===== src/rtl/mdio_pkg.sv =====
package mdio_pkg;
  localparam int PRE_BITS   = 32;
  localparam int HDR_BITS   = 32;
  localparam int FRAME_BITS = PRE_BITS + HDR_BITS;
  localparam int DATA_BITS  = 16;
  localparam int FIELD_W    = 5;
  localparam int DIV_W      = 3;

  localparam int RIX_CFG   = 0;
  localparam int RIX_CMD   = 1;
  localparam int RIX_ADDR  = 2;
  localparam int RIX_WDATA = 3;
  localparam int RIX_RDATA = 4;
  localparam int RIX_IND   = 5;

  // half MDC period in system clocks for a divider code
  function automatic int unsigned half_period(input logic [DIV_W-1:0] sel);
    case (sel)
      3'd0, 3'd1: half_period = 2;
      3'd2:       half_period = 3;
      3'd3:       half_period = 4;
      3'd4:       half_period = 5;
      3'd5:       half_period = 7;
      3'd6:       half_period = 10;
      default:    half_period = 14;
    endcase
  endfunction
endpackage


===== src/rtl/mdio_clk_gen.sv =====
module mdio_clk_gen
  import mdio_pkg::*;
#(
  parameter int SEL_W   = DIV_W,
  parameter int MAX_HALF = 14
) (
  input  logic             clk_i,
  input  logic             rst_ni,
  input  logic             srst_i,
  input  logic [SEL_W-1:0] sel_i,
  output logic             mdc_o,
  output logic             rise_tick_o,
  output logic             fall_tick_o
);
  localparam int CNT_W = $clog2(MAX_HALF + 1);

  logic [CNT_W-1:0] cnt_q;
  logic [CNT_W-1:0] lim;
  logic             wrap;

  assign lim         = CNT_W'(half_period(sel_i) - 1);
  assign wrap        = (cnt_q >= lim) && !srst_i;
  assign rise_tick_o = wrap && !mdc_o;
  assign fall_tick_o = wrap && mdc_o;

  always_ff @(posedge clk_i or negedge rst_ni) begin
    if (!rst_ni) begin
      cnt_q <= '0;
      mdc_o <= 1'b0;
    end else if (srst_i) begin
      cnt_q <= '0;
      mdc_o <= 1'b0;
    end else if (wrap) begin
      cnt_q <= '0;
      mdc_o <= ~mdc_o;
    end else begin
      cnt_q <= cnt_q + CNT_W'(1);
    end
  end

  assert_rise_edge_R2: assert property (@(posedge clk_i) disable iff (!rst_ni)
    rise_tick_o |=> mdc_o);
  assert_fall_edge_R2: assert property (@(posedge clk_i) disable iff (!rst_ni)
    fall_tick_o |=> !mdc_o);
endmodule


===== src/rtl/mdio_frame_eng.sv =====
module mdio_frame_eng
  import mdio_pkg::*;
#(
  parameter int F_PRE  = PRE_BITS,
  parameter int F_HDR  = HDR_BITS,
  parameter int F_DATA = DATA_BITS,
  parameter int F_FLD  = FIELD_W
) (
  input  logic              clk_i,
  input  logic              rst_ni,
  input  logic              srst_i,
  input  logic              rise_tick_i,
  input  logic              fall_tick_i,
  input  logic              start_i,
  input  logic              start_rd_i,
  input  logic              no_pre_i,
  input  logic [F_FLD-1:0]  phy_i,
  input  logic [F_FLD-1:0]  regno_i,
  input  logic [F_DATA-1:0] wdata_i,
  input  logic              mdio_i,
  output logic              mdio_o,
  output logic              mdio_oe_o,
  output logic              busy_o,
  output logic              done_o,
  output logic [F_DATA-1:0] cap_o
);
  localparam int F_ALL   = F_PRE + F_HDR;
  localparam int TAIL_RD = F_DATA + 2;
  localparam int LEFT_W  = $clog2(F_ALL + 1);

  typedef enum logic [1:0] {ENG_IDLE, ENG_ARM, ENG_SHIFT} eng_state_e;

  eng_state_e        state_q;
  logic [F_ALL-1:0]  shreg_q;
  logic [LEFT_W-1:0] left_q;
  logic [LEFT_W-1:0] left_nx;
  logic              is_rd_q;
  logic [F_HDR-1:0]  hdr;

  // read: turnaround placeholder and data are released, value irrelevant
  assign hdr = start_rd_i ? {2'b01, 2'b10, phy_i, regno_i, 2'b11, {F_DATA{1'b0}}}
                          : {2'b01, 2'b01, phy_i, regno_i, 2'b10, wdata_i};
  assign left_nx = left_q - LEFT_W'(1);
  assign busy_o  = (state_q != ENG_IDLE);

  always_ff @(posedge clk_i or negedge rst_ni) begin
    if (!rst_ni) begin
      state_q   <= ENG_IDLE;
      shreg_q   <= '0;
      left_q    <= '0;
      is_rd_q   <= 1'b0;
      mdio_o    <= 1'b0;
      mdio_oe_o <= 1'b0;
      done_o    <= 1'b0;
      cap_o     <= '0;
    end else if (srst_i) begin
      state_q   <= ENG_IDLE;
      left_q    <= '0;
      mdio_o    <= 1'b0;
      mdio_oe_o <= 1'b0;
      done_o    <= 1'b0;
      cap_o     <= '0;
    end else begin
      done_o <= 1'b0;
      case (state_q)
        ENG_IDLE: if (start_i) begin
          is_rd_q <= start_rd_i;
          shreg_q <= no_pre_i ? {hdr, {F_PRE{1'b0}}} : {{F_PRE{1'b1}}, hdr};
          left_q  <= no_pre_i ? LEFT_W'(F_HDR) : LEFT_W'(F_ALL);
          state_q <= ENG_ARM;
        end
        default: begin
          if (rise_tick_i && state_q == ENG_SHIFT && is_rd_q && left_q < LEFT_W'(F_DATA))
            cap_o <= {cap_o[F_DATA-2:0], mdio_i};
          if (fall_tick_i) begin
            if (state_q == ENG_SHIFT && left_q == '0) begin
              mdio_oe_o <= 1'b0;
              done_o    <= 1'b1;
              state_q   <= ENG_IDLE;
            end else begin
              mdio_o    <= shreg_q[F_ALL-1];
              shreg_q   <= {shreg_q[F_ALL-2:0], 1'b0};
              left_q    <= left_nx;
              mdio_oe_o <= !is_rd_q || (left_nx >= LEFT_W'(TAIL_RD));
              state_q   <= ENG_SHIFT;
            end
          end
        end
      endcase
    end
  end

  assert_no_start_busy_R8: assert property (@(posedge clk_i) disable iff (!rst_ni)
    start_i |-> (state_q == ENG_IDLE));
  assert_bit_on_fall_R3: assert property (@(posedge clk_i) disable iff (!rst_ni)
    (!fall_tick_i && !srst_i) |=> $stable(mdio_o));
  assert_release_R4: assert property (@(posedge clk_i) disable iff (!rst_ni)
    (state_q == ENG_SHIFT && is_rd_q && left_q < LEFT_W'(TAIL_RD)) |-> !mdio_oe_o);
endmodule


===== src/rtl/mdio_regs.sv =====
module mdio_regs
  import mdio_pkg::*;
#(
  parameter int ADDR_W = 3,
  parameter int BUS_W  = 32,
  parameter int R_DATA = DATA_BITS,
  parameter int R_FLD  = FIELD_W,
  parameter int R_DIV  = DIV_W
) (
  input  logic              clk_i,
  input  logic              rst_ni,
  input  logic              bus_we_i,
  input  logic [ADDR_W-1:0] bus_addr_i,
  input  logic [BUS_W-1:0]  bus_wdata_i,
  output logic [BUS_W-1:0]  bus_rdata_o,
  input  logic              eng_busy_i,
  input  logic              eng_done_i,
  input  logic [R_DATA-1:0] eng_cap_i,
  output logic              start_o,
  output logic              start_rd_o,
  output logic [R_FLD-1:0]  phy_o,
  output logic [R_FLD-1:0]  regno_o,
  output logic [R_DATA-1:0] wdata_o,
  output logic              no_pre_o,
  output logic [R_DIV-1:0]  div_sel_o,
  output logic              srst_o
);
  logic [R_DIV-1:0]  div_q;
  logic              nopre_q, incr_q;
  logic [1:0]        cmd_q;
  logic [R_FLD-1:0]  phy_q, regno_q;
  logic [R_DATA-1:0] wd_q, rd_q;
  logic              nv_q, rd_infl_q, scan_infl_q;
  logic              wr_cfg, wr_cmd, wr_addr, wr_wd;
  logic              rd_edge, go_wr, go_rd, go_scan;

  assign wr_cfg  = bus_we_i && bus_addr_i == ADDR_W'(RIX_CFG);
  assign wr_cmd  = bus_we_i && bus_addr_i == ADDR_W'(RIX_CMD);
  assign wr_addr = bus_we_i && bus_addr_i == ADDR_W'(RIX_ADDR);
  assign wr_wd   = bus_we_i && bus_addr_i == ADDR_W'(RIX_WDATA);
  assign srst_o  = wr_cfg && bus_wdata_i[31];

  assign rd_edge = wr_cmd && bus_wdata_i[0] && !cmd_q[0];
  assign go_wr   = wr_wd && !eng_busy_i;
  assign go_rd   = rd_edge && !eng_busy_i;
  // hold scan off in the done cycle so the stepped register number is used
  assign go_scan = cmd_q[1] && !eng_busy_i && !eng_done_i && !go_wr && !go_rd && !srst_o;

  assign start_o    = go_wr || go_rd || go_scan;
  assign start_rd_o = go_rd || go_scan;
  assign phy_o      = phy_q;
  assign regno_o    = regno_q;
  assign wdata_o    = wr_wd ? bus_wdata_i[R_DATA-1:0] : wd_q;
  assign no_pre_o   = nopre_q;
  assign div_sel_o  = div_q;

  always_ff @(posedge clk_i or negedge rst_ni) begin
    if (!rst_ni) begin
      div_q <= '0; nopre_q <= 1'b0; incr_q <= 1'b0; cmd_q <= '0;
      phy_q <= '0; regno_q <= '0; wd_q <= '0; rd_q <= '0;
      nv_q <= 1'b0; rd_infl_q <= 1'b0; scan_infl_q <= 1'b0;
    end else if (srst_o) begin
      div_q <= '0; nopre_q <= 1'b0; incr_q <= 1'b0; cmd_q <= '0;
      phy_q <= '0; regno_q <= '0; wd_q <= '0; rd_q <= '0;
      nv_q <= 1'b0; rd_infl_q <= 1'b0; scan_infl_q <= 1'b0;
    end else begin
      if (eng_done_i) begin
        rd_infl_q   <= 1'b0;
        scan_infl_q <= 1'b0;
        if (rd_infl_q) begin
          rd_q <= eng_cap_i;
          nv_q <= 1'b0;
        end
        if (scan_infl_q && incr_q) regno_q <= regno_q + R_FLD'(1);
      end
      if (start_rd_o) begin
        rd_infl_q   <= 1'b1;
        scan_infl_q <= go_scan;
        nv_q        <= 1'b1;
      end
      if (wr_cfg) begin
        div_q   <= bus_wdata_i[R_DIV-1:0];
        nopre_q <= bus_wdata_i[4];
        incr_q  <= bus_wdata_i[5];
      end
      if (wr_cmd) cmd_q <= bus_wdata_i[1:0];
      if (wr_addr) begin
        phy_q   <= bus_wdata_i[8 +: R_FLD];
        regno_q <= bus_wdata_i[0 +: R_FLD];
      end
      if (wr_wd) wd_q <= bus_wdata_i[R_DATA-1:0];
    end
  end

  always_comb begin
    bus_rdata_o = '0;
    case (int'(bus_addr_i))
      RIX_CFG:   begin
        bus_rdata_o[R_DIV-1:0] = div_q;
        bus_rdata_o[4] = nopre_q;
        bus_rdata_o[5] = incr_q;
      end
      RIX_CMD:   bus_rdata_o[1:0] = cmd_q;
      RIX_ADDR:  begin
        bus_rdata_o[8 +: R_FLD] = phy_q;
        bus_rdata_o[0 +: R_FLD] = regno_q;
      end
      RIX_WDATA: bus_rdata_o[R_DATA-1:0] = wd_q;
      RIX_RDATA: bus_rdata_o[R_DATA-1:0] = rd_q;
      RIX_IND:   bus_rdata_o[2:0] = {nv_q, cmd_q[1], eng_busy_i};
      default:   bus_rdata_o = '0;
    endcase
  end

  logic unused_wbits;
  assign unused_wbits = ^{bus_wdata_i[BUS_W-2:16], bus_wdata_i[3]};

  assert_launch_busy_R6: assert property (@(posedge clk_i) disable iff (!rst_ni)
    (start_o && !srst_o) |=> eng_busy_i);
  assert_capture_R5: assert property (@(posedge clk_i) disable iff (!rst_ni)
    (eng_done_i && rd_infl_q && !srst_o) |=> (rd_q == $past(eng_cap_i)) && !nv_q);
endmodule


===== src/rtl/mdio_mgmt_ctrl.sv =====
module mdio_mgmt_ctrl
  import mdio_pkg::*;
#(
  parameter int ADDR_W = 3,
  parameter int BUS_W  = 32
) (
  input  logic              clk_i,
  input  logic              rst_ni,
  input  logic              bus_we_i,
  input  logic [ADDR_W-1:0] bus_addr_i,
  input  logic [BUS_W-1:0]  bus_wdata_i,
  output logic [BUS_W-1:0]  bus_rdata_o,
  output logic              mdc_o,
  output logic              mdio_o,
  output logic              mdio_oe_o,
  input  logic              mdio_i
);
  logic                 srst, rise_tick, fall_tick;
  logic                 start, start_rd, no_pre, busy, done;
  logic [DIV_W-1:0]     div_sel;
  logic [FIELD_W-1:0]   phy, regno;
  logic [DATA_BITS-1:0] wdata, cap;

  mdio_regs #(.ADDR_W(ADDR_W), .BUS_W(BUS_W)) u_regs (
    .clk_i, .rst_ni, .bus_we_i, .bus_addr_i, .bus_wdata_i, .bus_rdata_o,
    .eng_busy_i(busy), .eng_done_i(done), .eng_cap_i(cap),
    .start_o(start), .start_rd_o(start_rd), .phy_o(phy), .regno_o(regno),
    .wdata_o(wdata), .no_pre_o(no_pre), .div_sel_o(div_sel), .srst_o(srst)
  );

  mdio_clk_gen u_clk (
    .clk_i, .rst_ni, .srst_i(srst), .sel_i(div_sel),
    .mdc_o, .rise_tick_o(rise_tick), .fall_tick_o(fall_tick)
  );

  mdio_frame_eng u_eng (
    .clk_i, .rst_ni, .srst_i(srst), .rise_tick_i(rise_tick), .fall_tick_i(fall_tick),
    .start_i(start), .start_rd_i(start_rd), .no_pre_i(no_pre),
    .phy_i(phy), .regno_i(regno), .wdata_i(wdata), .mdio_i,
    .mdio_o, .mdio_oe_o, .busy_o(busy), .done_o(done), .cap_o(cap)
  );

  assert_idle_release_R11: assert property (@(posedge clk_i) disable iff (!rst_ni)
    srst |=> !mdio_oe_o && !busy);
endmodule


===== config.mk =====
export PLATFORM = sky130hd
export DESIGN_NAME = mdio_mgmt_ctrl
export DESIGN_NICKNAME = d
export VERILOG_FILES = /design/src/rtl/mdio_pkg.sv /design/src/rtl/mdio_clk_gen.sv /design/src/rtl/mdio_frame_eng.sv /design/src/rtl/mdio_regs.sv /design/src/rtl/mdio_mgmt_ctrl.sv
export SDC_FILE = /design/constraint.sdc
export NUM_CORES = 1
export LEC_CHECK = 0
export ABC_AREA = 1
export BUFFER_PORTS_ARGS = -buffer_cell sky130_fd_sc_hd__buf_2
export CAP_MARGIN = 10
export CORE_ASPECT_RATIO = 0.6
export CORE_MARGIN = 4
export CORE_UTILIZATION = 42
export DETAILED_ROUTE_END_ITERATION = 7
export PLACE_DENSITY = 0.71
export RECOVER_POWER = 25
export SETUP_SLACK_MARGIN = 0.15
export SYNTH_ARGS = -nofsm -noshare
export SYNTH_HDL_FRONTEND = slang
export SYNTH_SLANG_ARGS = --single-unit

===== constraint.sdc =====
create_clock -name clk_i -period 3.09 [get_ports clk_i]
set_input_delay 0.927 -clock clk_i [delete_from_list [all_inputs] [get_ports clk_i]]
set_output_delay 0.927 -clock clk_i [all_outputs]
set_load 0.01 [all_outputs]

## After elaboration in Yosys (flattened, before gate mapping)

Index checks and enable logic that the tools add are counted.

- Add/sub/neg operators: 4
- $lt $le $gt $ge: 3
- Eq/ne operators: 18
- Multiplexer cells: 73
- Bitwise operators: 2
- Reduce and logical (&&, ||, !) cells: 64

Operators with widths:

| kind | number |
|---|---|
| $mux 64 | 5 |
| $mux 16 | 8 |
| $mux 7 | 6 |
| $mux 30 | 1 |
| $mux 5 | 6 |
| $mux 1 | 27 |
| $pmux 4 s6 | 1 |
| $logic_and 1x1->1 | 22 |
| $reduce_bool 2->1 | 10 |
| $eq 3x3->1 const B | 5 |
| $pmux 5 s3 | 1 |
| $reduce_bool 3->1 | 5 |
| $mux 2 | 7 |
| $eq 3x2->1 const B | 4 |
| $pmux 2 s6 | 1 |
| $reduce_and 2->1 | 6 |
| $reduce_and 3->1 | 3 |
| $logic_not 1->1 | 8 |
| $mux 4 | 2 |
| $ne 2x2->1 const B | 4 |
| $ge 7x5->1 const B | 1 |
| $logic_not 7->1 | 1 |
| $lt 7x5->1 const B | 1 |
| $sub 7x1->7 const B | 1 |
| 19 further kinds | 28 |

- Register bits: 150
- Output and inout port bits: 35

## Logic depth before layout (Yosys ltp)

- Depth in word-level cells: 13
- Mapped depth: 19
- Mapped depth without buffers: 17

## Hierarchy

A second synthesis with hierarchy kept.

- Cells, all modules: 986
- Area, all modules: 7,901.3 um^2

By module, submodules not included:

| module | times used | cells an instance | area each (um^2) | sequential area each (um^2) |
|---|---|---|---|---|
| mdio_frame_eng | 1 | 557 | 4,536.9 | 2,327.2 |
| mdio_regs | 1 | 374 | 2,942.8 | 1,301.2 |
| mdio_clk_gen | 1 | 55 | 421.7 | 125.1 |

## Worst setup path before layout

No wires, ideal clock.

- Kind: input to output
- Start: in bus_addr_i[1]
- End: out bus_rdata_o[13]
- Arrival time: 1,800 ps
- Setup slack: 363 ps
- Stages on the path: 5
- Path buffers: 1
- Path through: nor2_2 -> nand2_1 -> inv_1 -> clkbuf_1 -> a22o_1

- Word-level cells in the longest chain between the ends: 2
- Elaborated cells on any way between the ends: 3

Ends and longest elaborated chain:

| what | RTL line | source |
|---|---|---|
| start, declared | mdio_mgmt_ctrl.sv:10 | `input logic [ADDR_W-1:0] bus_addr_i,` |
| $eq 3x3->1 or $eq 3x2->1 (tied branches) | mdio_regs.sv:97 | `case (int'(bus_addr_i))` |
| $pmux 3 s2 * | mdio_regs.sv:97 |  |
| end, declared | mdio_mgmt_ctrl.sv:12 | `output logic [BUS_W-1:0] bus_rdata_o,` |

Mark *: on every way between the ends. The rest lies on a longest branch, timed or not.

## Worst setup path in the final report

- Start: in bus_addr_i[2]
- End: out bus_rdata_o[12]

- Word-level cells in the longest chain between the ends: 2
- Elaborated cells on any way between the ends: 4

Ends and longest elaborated chain:

| what | RTL line |
|---|---|
| $eq 3x3->1 or $eq 3x2->1 (tied branches) | mdio_regs.sv:97 |
| $pmux 5 s3 * | mdio_regs.sv:97 |

Marked as above.

==> reports/qor.txt <==
Initial Util - 42.98%
Port buffer count - 42
Skew-Pair Late Insertion Delay - 440 ps
CTS tree - built
CTS buffer count - 17
Largest net degree at the start of global routing - 67
Clock Tree Buf Depth - 2
Leakage - 4.502 nW
Final Cycle Share - 93.89%
Failing checks - max-capacitance violations, max-slew violations
Seq pwr share - 35.9%
Post-DP HPWL - 12.95 mm
Internal power - 0.004857 W
Worst R2R Setup Slack - 400 ps
Antenna-violating nets left - 0
GR Util met3 - 4.493%
Commonest non-fill, non-tap cell in the layout - nand2_1
RSZ-0062 raised after global routing - true
Synth Area in Simple Gates - 25.92%
Critical Path End Type - primary output
Clock H-tree levels - 4
Critical path class - input port to primary output
Fmax achieved - 344.7 MHz
WP data arrival - 1970 ps
DR vias - 6660
Hold Crit Class - register to register
Worst reg2reg path startpoint - u_regs.div_sel_o[1]$_DFFE_PN0P_
Clk root buf - clkbuf_16
Synth Area per Inst - 7.976 sq um
First-pass iteration count of the detailed router - 5
Register area - 3755 sq um
Setup crit start kind - input port
Total track usage - 19.37%
Clock network power share - 25.7%
Placer congestion estimate - 0.8912
Core Box Area - 18110 sq um
Post-synthesis mux area share - 0%
Hold path endpoint - u_eng.mdio_o$_DFFE_PN0P_
Compound-Gate Fraction of Synth Area - 13.16%
CTS Sinks - 150
Seq/Total Area, Yosys - 48.22%
Status - complete, but fails checks
Setup violators final - 0
Max_cap viols - 1
GRT met2 Usage - 26.39%
Largest family of logic cells by synthesized area - simple AND/OR/NAND/NOR gates
Routed len/inst - 15.55 um
Clock Pin Slew Worst Setup and Hold Paths - 60 ps
Row count - 38
Xor/xnor share of the synthesized area - 0.7875%
Number of distinct library cells after synthesis - 46
Most frequent cells in the layout - nand2_1 (261), dfrtp_1 (149), inv_1 (106)
Worst-case reg-to-reg path depth - 18
Global-route wire length before repair - 32.30 mm
Initial antenna violation count - 0
Reg-to-reg endpoint - u_eng.shreg_q[23]$_DFFE_PN0P_
Total gr overflow - 0
Skew final - 13.91 ps
Die width - 183.8 um
Net Switching - 0.003259 W
Peak VDD IR - 0.5107 mV
GRT Max-Usage Layer - met1
WHS - 473.8 ps
P per Cell Area - 905.2 nW/um^2
DRT iter0 DRCs - 645
DR DRC count - 0
Worst Tran Pin Value - 1557 ps
Filler cells - 1728
Switching share of power - 40.16%
Nets@finish - 1065
Post-Synth Adder-Cell Area - 1.607%
Cell Area, Synth - 7785 sq um
Hold Path Depth - 2
CP Max Fanout - 8
Die area - 20850 sq um
Final Hold Viols - 0
Number of global-route vias before repair - 6106
CTS Hold Bufs - 0
Crit path required time - 2160 ps
IO Pins - 74
Area of the multi-input gates - 3317 sq um
Synth-to-layout area growth - 15.17%
Setup TNS - 0 ps
Via/cell ratio - 5.248
Hold_sp - u_eng.mdio_o$_DFFE_PN0P_
Grt met1 use - 30.31%
Final min period - 2901 ps
Worst slew margin - -3.807%
Slew Limit Fails - 59
#FFs+latches synth - 150
DRT Wirelength - 19.73 mm
Critical Path Source - bus_addr_i[2]
Mapped Cells - 976
Comb power frac - 38.4%
Chip Height - 113.5 um
Antenna diode count - 0
Ys Warns - 0
Layout cells sized above 1 - 13.51%
kinds of logic after synthesis:
kind of cell	Yosys count
DFF	150
AOI/OAI and AO/OA	173
other	1
adders and majority gates	10
and+or+nand+nor	455
xor gates and xnor gates	7
buffers and inverters	180
critical path: stages:
cell and delay, ps:
buf_2 150, inv_2 130, nand2_2 110, buf_6 160, o211ai_1 300, buf_2 200
routing by layer:
metal / share of wire (%) / vias to the layer above
li1: - / 3253
met2: 41 / 241
met1: 50 / 3137
met4: 1.7 / 0
met3: 7.7 / 29
met5: 0 / -
per-stage QoR:
stage	cells	worst slack (ps)	cell area, sq um	util, %	power [W]
after detailed placement	1229	124.0	8219	45.37	0.005911
final	1269	188.8	8966	49.50	0.008116
after global routing	1269	137.5	8966	49.50	0.008746
after CTS	1261	138.8	8815	48.66	0.008033
after global placement	1229	126.1	8219	45.37	0.005829
after floorplan	991	363.2	7841	-	0.005171
flip-flops by register name (all words and copies together) (netlist names), 2 cells and up:
signal / count
u_eng.cap_o: 16
u_regs.regno_o: 5
u_clk.cnt_q: 4
u_eng.state_q: 2
u_eng.shreg_q: 64
u_regs.cmd_q: 2
u_regs.wd_q: 16
u_regs.div_sel_o: 3
u_regs.phy_o: 5
u_regs.rd_q: 16
u_eng.left_q: 7
how the worst max path moves through the flow:
stage,depth (start not counted),slack (ps),end
after floorplan,5,360,bus_rdata_o[13]
after global placement,8,130,bus_rdata_o[5]
after detailed placement,8,120,bus_rdata_o[5]
after CTS,7,140,bus_rdata_o[12]
after global routing,18,140,u_eng.shreg_q[52]$_DFFE_PN0P_
final,6,190,bus_rdata_o[12]
power by group through the flow:
| stage | registers (W) | clock network, W | logic [W] |
|---|---|---|---|
| after floorplan | 0.00285 | 0 | 0.00232 |
| after global placement | 0.00291 | 0 | 0.00291 |
| after detailed placement | 0.00292 | 0 | 0.00299 |
| after CTS | 0.00290 | 0.00212 | 0.00301 |
| after global routing | 0.00298 | 0.00220 | 0.00357 |
| final | 0.00291 | 0.00208 | 0.00312 |
synth_stat cells, drive strengths merged:
| master | n | area [sq um] |
|---|---|---|
| o32ai | 1 | 8.760 |
| o31ai | 1 | 7.510 |
| ha | 10 | 125.1 |
| a31oi | 2 | 12.51 |
| conb | 1 | 3.750 |
| nand4 | 13 | 102.6 |
| inv | 112 | 420.4 |
| o21a | 2 | 16.27 |
| a22o | 5 | 43.79 |
| xor2 | 4 | 35.03 |
| o211ai | 12 | 95.09 |
| a21oi | 9 | 45.04 |
| nand2 | 272 | 1046 |
| nor3 | 2 | 10.01 |
| o2111ai | 1 | 8.760 |
| o21bai | 1 | 7.510 |
| o22ai | 33 | 212.7 |
| or2 | 2 | 12.51 |
| nand3 | 95 | 485.5 |
| xnor2 | 3 | 26.28 |
| clkinv | 1 | 3.750 |
| nor4 | 1 | 6.260 |
| a22oi | 11 | 82.58 |
| a221o | 1 | 10.01 |
| nor2 | 52 | 220.2 |
| o21ai | 94 | 474.2 |
| nand3b | 18 | 135.1 |
| dfrtp | 150 | 3754 |
| clkbuf | 22 | 82.58 |
| buf | 45 | 291.5 |
layout make-up:
cell class	count	share of cell area (%)
Sequential cell	150	41.88
Multi-Input combinational cell	661	36.99
Timing Repair Buffer	73	6.433
Inverter	113	4.759
Clock buffer	17	4.745
Tap cell	240	3.349
Clock inverter	15	1.842
what timing repair did:
action	in CTS	in global routing
gates cloned	0	2
setup endpoints to repair	2	70
hold endpoints to repair	0	0
buffers inserted	0	6
resized for setup	1	19
pin swaps	0	4
Note: power is estimated with default switching activity, not from simulation.
